<file path="config.mk">
export PLATFORM = sky130hd
export DESIGN_NAME = supply_mode_ctrl
export DESIGN_NICKNAME = d
export VERILOG_FILES = /design/src/rtl/supply_mode_ctrl.sv
export SDC_FILE = /design/constraint.sdc
export NUM_CORES = 1
export LEC_CHECK = 0
export BUFFER_PORTS_ARGS = -buffer_cell sky130_fd_sc_hd__buf_2
export CORE_MARGIN = 5
export CORE_UTILIZATION = 39
export DETAILED_ROUTE_END_ITERATION = 7
export GPL_ROUTABILITY_DRIVEN = 0
export SYNTH_ARGS = -nofsm -noshare
export SYNTH_HDL_FRONTEND = slang
export SYNTH_SLANG_ARGS = --single-unit
</file>
<file path="constraint.sdc">
create_clock -name clk -period 1.54 [get_ports clk]
set_clock_uncertainty 0.1 [all_clocks]
set_input_delay 0.154 -clock clk [delete_from_list [all_inputs] [get_ports clk]]
set_output_delay 0.154 -clock clk [all_outputs]
set_load 0.01 [all_outputs]
</file>
<file path="src/rtl/supply_mode_ctrl.sv">
module supply_mode_ctrl #(
  parameter int unsigned VW       = 12,
  parameter int unsigned UV_ENTER = 800,
  parameter int unsigned UV_EXIT  = 900,
  parameter int unsigned ACT_MIN  = 1000
) (
  input  logic          clk,
  input  logic          rst_n,
  input  logic          in_a,
  input  logic          in_b,
  input  logic [VW-1:0] volt_code,
  input  logic          volt_valid,
  output logic [1:0]    mode,
  output logic          mode_changed
);
  localparam logic [1:0] M_INIT = 2'b00;
  localparam logic [1:0] M_ACT  = 2'b01;
  localparam logic [1:0] M_UV   = 2'b10;
  localparam logic [VW-1:0] TH_LO  = VW'(UV_ENTER);
  localparam logic [VW-1:0] TH_HI  = VW'(UV_EXIT);
  localparam logic [VW-1:0] TH_ACT = VW'(ACT_MIN);

  logic [1:0]    in_prev;
  logic [VW-1:0] v_q;
  logic          v_seen;
  logic [1:0]    mode_q, saved_q, mode_nx;
  logic          chg_q;

  wire any_edge = |({in_b, in_a} ^ in_prev);
  wire v_low    = v_seen && (v_q < TH_LO);
  wire v_exit   = v_seen && (v_q > TH_HI);
  wire v_act    = v_seen && (v_q > TH_ACT);

  always_comb begin
    mode_nx = mode_q;
    if (mode_q == M_UV) begin
      if (v_exit) mode_nx = saved_q;
    end else if (v_low) begin
      mode_nx = M_UV;
    end else if (mode_q == M_INIT && any_edge && v_act) begin
      mode_nx = M_ACT;
    end
  end

  always_ff @(posedge clk) begin
    if (!rst_n) begin
      in_prev <= 2'b00;
      v_q     <= '0;
      v_seen  <= 1'b0;
      mode_q  <= M_INIT;
      saved_q <= M_INIT;
      chg_q   <= 1'b0;
    end else begin
      in_prev <= {in_b, in_a};
      if (volt_valid) begin
        v_q    <= volt_code;
        v_seen <= 1'b1;
      end
      if (mode_q != M_UV && mode_nx == M_UV) saved_q <= mode_q;
      mode_q <= mode_nx;
      chg_q  <= (mode_nx != mode_q);
    end
  end

  assign mode         = mode_q;
  assign mode_changed = chg_q;
endmodule

</file>
# == After elaboration in Yosys (flattened, before gate mapping) ==
# Index checks and enable logic that the tools add are counted.
# Widths: inputs -> output; s select.
# totals
reg_bits,20
# op_classes
order_cmp,3
eq_ne,4
muxes,4
bitwise,1
reduce_logical,8
# ops
op,n
$gt 12x10->1 const B,2
$lt 12x10->1 const B,1
$mux 2,4
$logic_and 1x1->1,6
$eq 2x2->1 const B,2
$logic_not 2->1,1
$ne 2x2->1,1
$ne 2x2->1 const B,1
$reduce_or 2->1,1
$xor 2x2->2,1

# == Longest topological paths before layout ==
# logic_depth
word_depth,9
mapped_depth,5
mapped_depth_nobuf,4

# == Least setup slack after synthesis ==
# OpenSTA, ideal clock, no wires.
# synth_timing
path_type,flip-flop to flip-flop
startpoint,reg v_q[5]
endpoint,reg saved_q[1]
arrival_ps,1035
required_ps,1321
slack_ps,287
stages_incl_launch_ff,4
synth_period_minus_slack_ps,1253
cell_sequence,dfxtp_1 > o311ai_4 > nand3_4 > o221a_1
# synth_between
elab_chain_len,8
# synth_rtl
item,line_no,text
from (decl),24,logic [VW-1:0] v_q;
from (signal assigned),56,v_q <= volt_code;
$gt 12x10->1,32,wire v_act = v_seen && (v_q > TH_ACT);
$logic_and 1x1->1,32,
$logic_and 1x1->1,40,end else if (mode_q == M_INIT && any_edge && v_act) begin
$mux 2,40,
$mux 2,38,end else if (v_low) begin
$mux 2 (*),36,if (mode_q == M_UV) begin
$eq 2x2->1 (*),59,if (mode_q != M_UV && mode_nx == M_UV) saved_q <= mode_q;
$logic_and 1x1->1 (*),59,
to (signal assigned),59,
to (decl),26,"logic [1:0] mode_q, saved_q, mode_nx;"
# Every way passes the cells marked *; elsewhere a longest branch is shown, timed or not.
# A chain may end at the register's enable or synchronous reset.

# == Worst setup path in the final report ==
# layout_timing
startpoint,in in_a
endpoint,"reg chg_q, in the netlist mode_changed"
# layout_between
elab_chain_len,8
# layout_rtl
item,line_no,text
from (decl),9,"input logic in_a,"
$xor 2x2->2,29,"wire any_edge = |({in_b, in_a} ^ in_prev);"
$reduce_or 2->1,29,
$logic_and 1x1->1 (2 in a row),40,
$mux 2,40,
$mux 2,38,
$mux 2,36,
$ne 2x2->1,61,chg_q <= (mode_nx != mode_q);
to (signal assigned),61,
to (decl),27,logic chg_q;
# No other way between the ends.

==> impl_metrics.json <==
{
  "syn-cell-area_um2": 920,
  "whs_path_depth": 3,
  "rsz0062_at_grt": "no",
  "synth_edf_count": 0,
  "dr.first_iter.drc_count": 7,
  "worstSetupStartpointType": "input pin",
  "tightest_slew_ns": 0.370,
  "overflow": 0,
  "cts_made_buffers": 3,
  "run_status": "finished, final reports clean",
  "synthTopCellsByArea": "dfxtp_1, mux2i_1, nor2b_1, o211ai_1, o311ai_4",
  "synth_top_flop_cell": "dfxtp_1",
  "dpl_cell_area_um2": 1050,
  "p_leak_nw": 0.486,
  "syn_inst": 91,
  "drc": 0,
  "r2r_cells": 4,
  "fin_crit_ns": 1.42,
  "powerDensity_nw_per_um2": 975,
  "syn_nets": 108,
  "area_delta_synth_final_pct": 27.6,
  "cp_cell_sequence": "dlygate4sd3_1 -> buf_2 -> xnor2_1 -> a211oi_2 -> o311ai_1 -> o211ai_1",
  "crit_type": "in2reg",
  "cp_slowest_cell": "dlygate4sd3_1",
  "nets": 138,
  "hp-class": "in2reg",
  "place_hpwl_um": 1380,
  "start_util_pct": 41.2,
  "avgRoutedWirePerCell_um": 12.3,
  "yosysTopAreaCell": "dfxtp_1",
  "num_antenna_cells": 0,
  "vdd_drop_max_v": 0.000522,
  "fp-row-count": 17,
  "dieWidth_um": 58.6,
  "track_usage_pct": 11.5,
  "ant_nets": 0,
  "seq_area_frac_synth_pct": 43.5,
  "synth.distinct_cells": 31,
  "cp_max_fo": 2,
  "clk_path_buf_depth": 2,
  "multiInputGateArea_um2": 487,
  "clock_latency_ns": 0.30,
  "dr.pass1.iters": 4,
  "ys_async_sr_fraction_pct": 0,
  "clock-sinks": 20,
  "ys_ff_latch": 20,
  "htree_levels": 1,
  "finalSetupViolations": 0,
  "seq_area_um2": 400,
  "fin_ws_ns": 0.115,
  "hold_viol": 0,
  "first_global_vias": 695,
  "grt_start_max_net_pins": 20,
  "top_level_ports": 20,
  "preCtsSetupSlack_ns": 0.198,
  "vias": 713,
  "yosysTopAreaCellShare_pct": 43.5,
  "cts_resized": 0,
  "critPathCaptureType": "register",
  "layout-drive-gt1-share_pct": 25.8,
  "port_buffers": 19,
  "cts_tree": "built",
  "fmax_mhz": 702,
  "fin_tns_setup_ns": 0,
  "grt_pass1_wl_um": 3030,
  "dieHeight_um": 58.6,
  "slew_headroom_pct": 75.3,
  "totalWireLength_um": 1810,
  "fin_crit_sh_pct": 92.5,
  "yosys_warnings": 0,
  "finalInstanceArea_um2": 1170,
  "drv_cap": 0,
  "required_ns": 1.67,
  "arrival_ns": 1.56,
  "critPathMaxStageDelay_ns": 0.53,
  "die_area_um2": 3430,
  "clk_pin_slew_ns": 0.11,
  "fillCellCount": 202,
  "avgViaCountPerCell": 4.82,
  "slew_violations": 0,
  "antenna_found_initial": 0,
  "cts-root-buf": "clkbuf_4",
  "syn_avg_cell_area_um2": 10.1,
  "core_area_um2": 2230
}
## layout make-up
| type | count | area share [%] |
|---|---|---|
| multi-input combinational | 64 | 41.5 |
| sequential | 20 | 34.1 |
| timing repair buffer | 29 | 16.0 |
| tap | 28 | 2.99 |
| clock inverter | 1 | 2.56 |
| clock buffer | 3 | 1.92 |
| inverter | 3 | 0.959 |
## routing by layer
layer / wire length [µm] / up-vias / track usage (%)
met5: 0 / - / 0
met4: 16 / 0 / 5.96
met3: 83 / 2 / 2.41
met2: 909 / 14 / 18.7
met1: 804 / 318 / 14.4
li1: - / 379 / -
## state kept, by name (all words and copies together), names as in the netlist
| register | flops |
|---|---|
| v_q | 12 |
| in_prev | 2 |
| v_seen | 1 |
| mode | 2 |
| mode_changed | 1 |
| saved_q | 2 |
## cell usage after synthesis (2+ instances only)
| cell | n |
|---|---|
| dfxtp_1 | 20 |
| mux2i_1 | 12 |
| nor2b_1 | 12 |
| nand2_1 | 6 |
| o211ai_1 | 5 |
| nor2_1 | 4 |
| inv_1 | 3 |
| and2_1 | 2 |
| buf_2 | 2 |
| nand2b_1 | 2 |
| nor4_1 | 2 |
| xnor2_1 | 2 |
## what timing repair did
action / CTS / global route
buffers inserted: 0 / 0
hold endpoints to repair: 7 / 0
hold buffers: 7 / 0
## per-stage QoR
stage	total power, mW	hold slack (ns)	cells	utilization, %
finish	1.14	0.0101	148	52.5
global route	1.20	0.00614	148	52.5
CTS	1.16	0.000124	148	52.5
detailed placement	0.725	0.292	137	47.1
global placement	0.721	0.283	137	47.1
floorplan	0.675	0.176	91	-
## worst max-delay path, delay by kind of cell
kind,cells,cell delay (ns)
buffers and inverters,2,0.66
xor gates and xnor gates,1,0.15
AOI/OAI and AO/OA,3,0.60
## cells in the final DEF, fill, tap and decap left out
master          n
buf_4           3
nand2b_1        2
o311a_1         1
nand3_4         1
nor2_2          1
mux2i_1        12
inv_1           3
a22oi_1         1
nor2b_1        12
o21a_1          1
nor3b_1         1
o311ai_4        1
o221a_1         1
a211oi_2        1
xnor2_1         2
o21ai_1         1
clkbuf_4        3
o211ai_1        5
or2_2           1
a21oi_1         1
o311ai_1        1
dfxtp_1        20
nand3_1         1
nor4_1          2
bufinv_16       1
o221ai_1        1
and2_1          2
nand4bb_1       1
nand2_1         6
dlygate4sd3_1   7
buf_2          19
nor2_1          4
o21ai_0         1
## where the power goes
part           leakage (nW)  internal [mW]  switching [mW]
logic                 0.293         0.0827          0.0694
clock network        0.0279          0.263           0.157
registers             0.165          0.546          0.0266
total                 0.486          0.892           0.253
## worst paths after layout
kind                                               from  slack (ns)                       to
worst max-delay path                               in_a        0.12  mode_changed$_SDFF_PN0_
worst max register to register      v_q[5]$_SDFFE_PN0P_        0.18       mode[1]$_SDFF_PN0_
worst min register to register  saved_q[0]$_SDFFE_PN0P_        0.41  saved_q[0]$_SDFFE_PN0P_
worst min-delay path                      volt_code[11]        0.01     v_q[11]$_SDFFE_PN0P_
## cells by family (layout without fill, tap and decap cells)
kind of cell    count (synthesis)  in the layout  share of synthesized area (%)
mux                            12             12                           13.1
compound gates                 16             16                           15.8
flops                          20             20                           43.5
simple gates                   34             34                           22.2
xor+xnor                        2              2                           1.91
buf+inv                         7             36                           3.54
Power figures use the tool's default switching activity.
